==> config.mk <==
export PLATFORM = sky130hd
export DESIGN_NAME = dma_blk_chan
export DESIGN_NICKNAME = d
export VERILOG_FILES = /design/src/rtl/dma_blk_pkg.sv /design/src/rtl/dma_blk_cfg.sv /design/src/rtl/dma_blk_path.sv /design/src/rtl/dma_blk_seq.sv /design/src/rtl/dma_blk_chan.sv
export SDC_FILE = /design/constraint.sdc
export NUM_CORES = 1
export LEC_CHECK = 0
export BUFFER_PORTS_ARGS = -buffer_cell sky130_fd_sc_hd__clkbuf_2
export CAP_MARGIN = 20
export CORE_AREA = 10 10 112 114
export CTS_CLUSTER_DIAMETER = 60
export CTS_CLUSTER_SIZE = 24
export DETAILED_ROUTE_END_ITERATION = 12
export DIE_AREA = 0 0 122 124
export PLACE_DENSITY = 0.84
export SKIP_CTS_REPAIR_TIMING = 1
export SLEW_MARGIN = 0
export SYNTH_ARGS = -nofsm -noshare
export SYNTH_HDL_FRONTEND = slang
export SYNTH_SLANG_ARGS = --single-unit
export TNS_END_PERCENT = 1
==> constraint.sdc <==
create_clock -name clk -period 2.3 [get_ports clk]
set_input_delay 0.115 -clock clk [delete_from_list [all_inputs] [get_ports clk]]
set_output_delay 0.115 -clock clk [all_outputs]
set_load 0.005 [all_outputs]
==> src/rtl/dma_blk_pkg.sv <==
package dma_blk_pkg;
    typedef enum logic [1:0] {
        S_IDLE  = 2'd0,
        S_ARMED = 2'd1,
        S_RD    = 2'd2,
        S_WR    = 2'd3
    } seq_state_e;

    localparam logic [1:0] SEL_CTL = 2'd0;
    localparam logic [1:0] SEL_SRC = 2'd1;
    localparam logic [1:0] SEL_DST = 2'd2;
    localparam logic [1:0] SEL_CNT = 2'd3;

    localparam int BIT_ACT = 0;
    localparam int BIT_IE  = 1;
    localparam int BIT_ERR = 2;
endpackage

==> src/rtl/dma_blk_cfg.sv <==
module dma_blk_cfg
    import dma_blk_pkg::*;
#(
    parameter int AW = 16,
    parameter int DW = 16,
    parameter int CW = 8
) (
    input  logic          clk,
    input  logic          rst_n,
    input  logic          wr_en,
    input  logic [1:0]    wr_sel,
    input  logic [DW-1:0] wr_data,
    input  logic          act,
    output logic [AW-1:0] src_base,
    output logic [AW-1:0] dst_base,
    output logic [CW-1:0] blk_size,
    output logic [CW-1:0] blk_num,
    output logic          ie
);
    always_ff @(posedge clk or negedge rst_n) begin
        if (!rst_n) begin
            src_base <= '0;
            dst_base <= '0;
            blk_size <= '0;
            blk_num  <= '0;
            ie       <= 1'b0;
        end else if (wr_en) begin
            if (wr_sel == SEL_CTL) begin
                ie <= wr_data[BIT_IE];
            end else if (!act) begin
                unique case (wr_sel)
                    SEL_SRC: src_base <= wr_data[AW-1:0];
                    SEL_DST: dst_base <= wr_data[AW-1:0];
                    default: begin
                        blk_size <= wr_data[CW-1:0];
                        blk_num  <= wr_data[2*CW-1:CW];
                    end
                endcase
            end
        end
    end


    cfg_frozen_chk: assert property (@(posedge clk) disable iff (!rst_n)
        $past(act) |-> ($stable(src_base) && $stable(dst_base) &&
                        $stable(blk_size) && $stable(blk_num)));
endmodule

==> src/rtl/dma_blk_path.sv <==
module dma_blk_path #(
    parameter int AW = 16,
    parameter int DW = 16,
    parameter int CW = 8
) (
    input  logic          clk,
    input  logic          rst_n,
    input  logic          load,
    input  logic          blk_start,
    input  logic          rd_cap,
    input  logic          step,
    input  logic [AW-1:0] src_base,
    input  logic [AW-1:0] dst_base,
    input  logic [CW-1:0] blk_size,
    input  logic [CW-1:0] blk_num,
    input  logic [DW-1:0] m_rdata,
    output logic [AW-1:0] cur_src,
    output logic [AW-1:0] cur_dst,
    output logic [DW-1:0] hold_data,
    output logic          last_unit,
    output logic          last_block
);
    logic [CW-1:0] units_left;
    logic [CW-1:0] blocks_left;

    always_ff @(posedge clk or negedge rst_n) begin
        if (!rst_n) begin
            cur_src     <= '0;
            cur_dst     <= '0;
            units_left  <= '0;
            blocks_left <= '0;
            hold_data   <= '0;
        end else begin
            if (load) begin
                cur_src     <= src_base;
                cur_dst     <= dst_base;
                blocks_left <= blk_num;
            end
            if (blk_start) units_left <= blk_size;
            if (rd_cap) hold_data <= m_rdata;
            if (step) begin
                cur_src    <= cur_src + 1'b1;
                cur_dst    <= cur_dst + 1'b1;
                units_left <= units_left - 1'b1;
                if (units_left == 1) blocks_left <= blocks_left - 1'b1;
            end
        end
    end

    assign last_unit  = (units_left == 1);
    assign last_block = (blocks_left == 1);


    no_unit_underflow_chk: assert property (@(posedge clk) disable iff (!rst_n)
        step |-> (units_left != 0 && blocks_left != 0));
endmodule

==> src/rtl/dma_blk_seq.sv <==
module dma_blk_seq
    import dma_blk_pkg::*;
(
    input  logic clk,
    input  logic rst_n,
    input  logic standby,
    input  logic nmi,
    input  logic dreq,
    input  logic ctl_wr,
    input  logic ctl_act,
    input  logic ctl_err,
    input  logic cfg_ok,
    input  logic ie,
    input  logic m_ready,
    input  logic last_unit,
    input  logic last_block,
    output logic act,
    output logic berr,
    output logic irf,
    output logic irq,
    output logic m_req,
    output logic m_we,
    output logic load,
    output logic blk_start,
    output logic rd_cap,
    output logic step
);
    seq_state_e state, state_n;
    logic stop_pend, nmi_pend, stop_req, abort, set_err, set_irf;

    assign stop_req = stop_pend | (ctl_wr & ~ctl_act);
    assign abort    = nmi | nmi_pend;

    always_ff @(posedge clk or negedge rst_n) begin
        if (!rst_n) state <= S_IDLE;
        else        state <= state_n;
    end

    always_comb begin
        state_n   = state;
        load      = 1'b0;
        blk_start = 1'b0;
        rd_cap    = 1'b0;
        step      = 1'b0;
        set_err   = 1'b0;
        set_irf   = 1'b0;
        unique case (state)
            S_IDLE: begin
                if (ctl_wr && ctl_act && cfg_ok && !standby) begin
                    state_n = S_ARMED;
                    load    = 1'b1;
                end
            end
            S_ARMED: begin
                if (standby || nmi || stop_req) begin
                    state_n = S_IDLE;
                end else if (dreq) begin
                    state_n   = S_RD;
                    blk_start = 1'b1;
                end
            end
            S_RD: begin
                if (standby) begin
                    state_n = S_IDLE;
                end else if (m_ready) begin
                    rd_cap = 1'b1;
                    if (abort) begin
                        state_n = S_IDLE;
                        set_err = 1'b1;
                    end else begin
                        state_n = S_WR;
                    end
                end
            end
            S_WR: begin
                if (standby) begin
                    state_n = S_IDLE;
                end else if (m_ready) begin
                    step = 1'b1;
                    if (abort) begin
                        state_n = S_IDLE;
                        set_err = 1'b1;
                    end else if (!last_unit) begin
                        state_n = S_RD;
                    end else if (last_block) begin
                        state_n = S_IDLE;
                        set_irf = 1'b1;
                    end else if (stop_req) begin
                        state_n = S_IDLE;
                    end else begin
                        state_n = S_ARMED;
                    end
                end
            end
            default: state_n = S_IDLE;
        endcase
    end

    always_ff @(posedge clk or negedge rst_n) begin
        if (!rst_n) begin
            stop_pend <= 1'b0;
            nmi_pend  <= 1'b0;
            berr      <= 1'b0;
            irf       <= 1'b0;
        end else begin
            stop_pend <= stop_req && (state_n != S_IDLE);
            nmi_pend  <= abort && (state_n == S_RD || state_n == S_WR);
            if (set_err)                berr <= 1'b1;
            else if (ctl_wr && !ctl_err) berr <= 1'b0;
            if (set_irf)   irf <= 1'b1;
            else if (load) irf <= 1'b0;
        end
    end

    always_comb begin
        act   = (state != S_IDLE);
        m_req = (state == S_RD) || (state == S_WR);
        m_we  = (state == S_WR);
        irq   = irf && ie;
    end


    irf_with_stop_chk: assert property (@(posedge clk) disable iff (!rst_n)
        $rose(irf) |-> $fell(act));

    err_with_stop_chk: assert property (@(posedge clk) disable iff (!rst_n)
        $rose(berr) |-> $fell(act));

    reactivate_clears_chk: assert property (@(posedge clk) disable iff (!rst_n)
        $rose(act) |-> !irf);

    standby_halts_chk: assert property (@(posedge clk) disable iff (!rst_n)
        standby |=> (!act && $stable(berr) && $stable(irf)));
endmodule

==> src/rtl/dma_blk_chan.sv <==
module dma_blk_chan
    import dma_blk_pkg::*;
#(
    parameter int AW = 16,
    parameter int DW = 16,
    parameter int CW = 8
) (
    input  logic          clk,
    input  logic          rst_n,
    input  logic          standby,
    input  logic          nmi,
    input  logic          dreq,
    input  logic          wr_en,
    input  logic [1:0]    wr_sel,
    input  logic [DW-1:0] wr_data,
    output logic          act_o,
    output logic          blk_err_o,
    output logic          irq_flag_o,
    output logic          irq_o,
    output logic          m_req,
    output logic          m_we,
    output logic [AW-1:0] m_addr,
    output logic [DW-1:0] m_wdata,
    input  logic [DW-1:0] m_rdata,
    input  logic          m_ready
);
    logic [AW-1:0] src_base, dst_base, cur_src, cur_dst;
    logic [CW-1:0] blk_size, blk_num;
    logic ie, load, blk_start, rd_cap, step, last_unit, last_block;
    logic ctl_wr, cfg_ok;

    assign ctl_wr = wr_en && (wr_sel == SEL_CTL);
    assign cfg_ok = (blk_size != '0) && (blk_num != '0);

    dma_blk_cfg #(.AW(AW), .DW(DW), .CW(CW)) u_cfg (
        .clk(clk), .rst_n(rst_n), .wr_en(wr_en), .wr_sel(wr_sel),
        .wr_data(wr_data), .act(act_o), .src_base(src_base),
        .dst_base(dst_base), .blk_size(blk_size), .blk_num(blk_num), .ie(ie)
    );

    dma_blk_path #(.AW(AW), .DW(DW), .CW(CW)) u_path (
        .clk(clk), .rst_n(rst_n), .load(load), .blk_start(blk_start),
        .rd_cap(rd_cap), .step(step), .src_base(src_base),
        .dst_base(dst_base), .blk_size(blk_size), .blk_num(blk_num),
        .m_rdata(m_rdata), .cur_src(cur_src), .cur_dst(cur_dst),
        .hold_data(m_wdata), .last_unit(last_unit), .last_block(last_block)
    );

    dma_blk_seq u_seq (
        .clk(clk), .rst_n(rst_n), .standby(standby), .nmi(nmi), .dreq(dreq),
        .ctl_wr(ctl_wr), .ctl_act(wr_data[BIT_ACT]), .ctl_err(wr_data[BIT_ERR]),
        .cfg_ok(cfg_ok), .ie(ie), .m_ready(m_ready), .last_unit(last_unit),
        .last_block(last_block), .act(act_o), .berr(blk_err_o),
        .irf(irq_flag_o), .irq(irq_o), .m_req(m_req), .m_we(m_we),
        .load(load), .blk_start(blk_start), .rd_cap(rd_cap), .step(step)
    );

    assign m_addr = m_we ? cur_dst : cur_src;


    bus_hold_chk: assert property (@(posedge clk) disable iff (!rst_n)
        (m_req && !m_ready && !standby) |=> (m_req && $stable(m_addr) && $stable(m_we)));
endmodule

==> metrics.md <==
| Metric | Value |
|---|---|
| R2R cell count | 6 |
| Initial antenna violation count | 0 |
| Sequential share of power | 0.424 |
| Crit-path max FO | 9 |
| CP Data Required Time | between 2 and 2.5 ns |
| H-Tree Level Count | 4 |
| Cell taking the most area after synthesis | dfrtp_1 |
| Top cell type's share of synthesized area | 0.510 |
| Synth cell count leaders | dfrtp_1 (119), mux2_2 (77), nand2_1 (54) |
| WL final | ~17000 µm |
| Fmax | around 460 MHz |
| Net Switching | 2.13 mW |
| Hold Path Cell Cnt | 4 |
| Die X-Extent | roughly 120 µm |
| Final hold violation count | 0 |
| Die area | about 15000 µm² |
| Synth area leaders | dfrtp_1 (51%), mux2_2 (15%), nand2_1 (3.5%), a21oi_1 (3.0%), nor2_1 (2.4%) |
| Syn_nets | 596 |
| Clock Power Share | 0.404 |
| Placed inst area | about 6400 µm² |
| Max transition margin | 0.567 |
| Core ar. | between 10000 and 15000 µm² |
| Layout cells sized above 1 | 0.318 |
| Clock skew | between 0.01 and 0.015 ns |
| Register area share after synthesis | 0.510 |
| Worst EP arrival | between 2 and 2.5 ns |
| Most common cell in the netlist | dfrtp_1 |
| Net Sw Frac | 0.293 |
| Worst Tran Pin Value | roughly 0.64 ns |
| Critical Path Start Type | register |
| Final non-filler cell total | between 800 and 900 |
| RSZ-0062 raised after global routing | no |
| I/O pin count | 79 |
| Clock slew at reported path FFs | about 0.060 ns |
| Initial core utilization | 0.571 |
| Drt pass-1 iters | 6 |
| Slew Limit Fails | 0 |
| Peak VDD IR | ~0.00055 V |
| Largest net degree at the start of global routing | 57 |
| Final setup vio count | 0 |
| Power Total | roughly 7.3 mW |
| Cell row count | 37 |
| Die Y | 124 µm |
| Antenna diode count | 0 |
| Num CTS Buffers | 17 |
| Clk buf depth | 2 |
| Fin area | 7460 µm² |
| Initial DRC Count | between 500 and 600 |
| Area delta synth->final | 27.8% |
| DRC viols | 0 |
| Mapped Cells | around 550 |
| Combinational share of power | 0.173 |
| Worst-skew pair later-pin latency | 0.55 ns |
| Synthesized area | roughly 5800 µm² |
| Distinct cells, synth | 56 |
| Fillers | 684 |
| Final GP Congestion | roughly 0.91 |
| Clock sinks | 119 |
| CTS root buffer | clkbuf_8 |
| Max_cap viols | 0 |
| DP HPWL | 11200 µm |
| Synthesized area per cell | roughly 11 µm² |
| Leak | between 3 and 4 nW |
| Worst min path class | in2reg |
| Internal Power | ~5.1 mW |
| Buffers on Ports | 78 |
| Post-route ant nets | 0 |
| Post-Route Utilization | 0.729 |
| Synth async-reset ratio | 1.00 |
| Ys flop type | dfrtp_1 |
| PwrDens | ~970 nW/µm² |
| Post-Place Cells | approximately 760 |
| Setup CP Type | reg2out |
| Final #Nets | roughly 730 |
| Avg WL per Cell | around 21 µm |
| First-pass GRT wire length | between 20000 and 30000 µm |
| Critical Path End Type | output port |
| EDFF count, synth | 0 |
| Vias per cell | 6.19 |
| Via count of the first global-routing pass | ~5200 |
| Total GRT Usage | 0.222 |
| Ys Warns | 0 |
| Synth Register Bits | approximately 120 |
| CTS tree | done |
| Overflow after GRT | 0 |
| Status | finished, final reports clean |
| Min cycle time layout | between 2 and 2.5 ns |
| Via count | 5105 |
| Part of the cycle the worst path needs | 0.951 |
==> registers in the layout, indices dropped and copies added (netlist names) <==
signal	cells
u_cfg.src_base	16
u_path.units_left	8
u_path.hold_data	16
u_seq.berr	1
u_seq.irf	1
u_cfg.blk_size	8
u_path.blocks_left	8
u_path.cur_src	16
u_cfg.blk_num	8
u_cfg.ie	1
u_seq.state	2
u_path.cur_dst	16
u_seq.nmi_pend	1
u_seq.stop_pend	1
u_cfg.dst_base	16
==> cell usage in the layout, fill, tap and decap left out, drive strengths merged, types with 3 or more instances in the layout <==
cell and instances:
dfrtp 119, clkbuf 97, mux2 77, nand2 54, nor2 38, a21oi 37
o21ai 37, dlygate4sd3 36, buf 23, nand3 21, inv 16, nor3 13
o22ai 12, ha 9, and3 8, clkinv 7, nor4 6, nand4 6
o211ai 6, o32ai 5, bufinv 5, and2 4, and4 4, a31oi 4
xnor2 4, nand2b 3, a221o 3, a22oi 3
==> worst max-delay path: stages, from the launching register on <==
cell,delay (ns)
dfrtp_1,0.48
nand2_2,0.25
clkinv_1,0.30
o21ai_0,0.32
clkbuf_2,0.17
==> layer usage <==
layer / global-route usage / vias up / part of all wire
met5: 0 / - / 0
met2: 0.373 / 288 / 0.50
met3: 0.0819 / 50 / 0.091
met1: 0.260 / 2499 / 0.38
li1: - / 2268 / -
met4: 0.0700 / 0 / 0.021
==> power groups by stage <==
stage / logic, mW / registers (mW) / clock network, mW
floorplan: 0.787 / 2.91 / 0
global placement: 1.10 / 3.03 / 0
detailed placement: 1.16 / 3.06 / 0
CTS: 1.19 / 3.04 / 2.92
global route: 1.38 / 3.13 / 3.05
finish: 1.25 / 3.07 / 2.93
==> area by class of cell <==
class                           instances  area [µm²]  area share
Clock inverter                         12         199      0.0267
Sequential cell                       119        2980       0.399
Inverter                               17        63.8     0.00855
Tap cell                              136         170      0.0228
Multi-Input combinational cell        385        2680       0.359
Clock buffer                           20         445      0.0597
Timing Repair Buffer                  136         931       0.125
==> path summary, 6_finish.rpt <==
path,start,to,slack [ns]
max,u_seq.state[0],m_addr[1],0.11
min reg2reg,u_path.hold_data[1],u_path.hold_data[1],0.51
min in group asynchronous,rst_n,u_path.blocks_left[5],0.12
min,standby,u_seq.berr,0.03
max in group asynchronous,rst_n,u_path.cur_dst[14],1.47
max reg2reg,u_seq.state[0],u_path.cur_dst[6],0.22
==> through the flow <==
step	setup WS, ns	hold slack (ns)	setup TNS (ns)
final	0.114	0.0306	0
after global routing	0.00588	0.0728	0
after CTS	-0.0427	-0.410	-0.0885
after detailed placement	0.201	0.158	0
after global placement	0.320	0.155	0
after floorplan	0.420	-0.181	0
==> cells by family after synthesis <==
logic type | share of synthesized area
AND/OR/NAND/NOR | 0.143
AO/OA/AOI/OAI | 0.136
flip-flops | 0.510
multiplexers | 0.152
buffers and inverters | 0.0332
adder cells (fa/ha/maj) | 0.0193
XOR/XNOR | 0.00600
(Power assumes the default switching activity.)
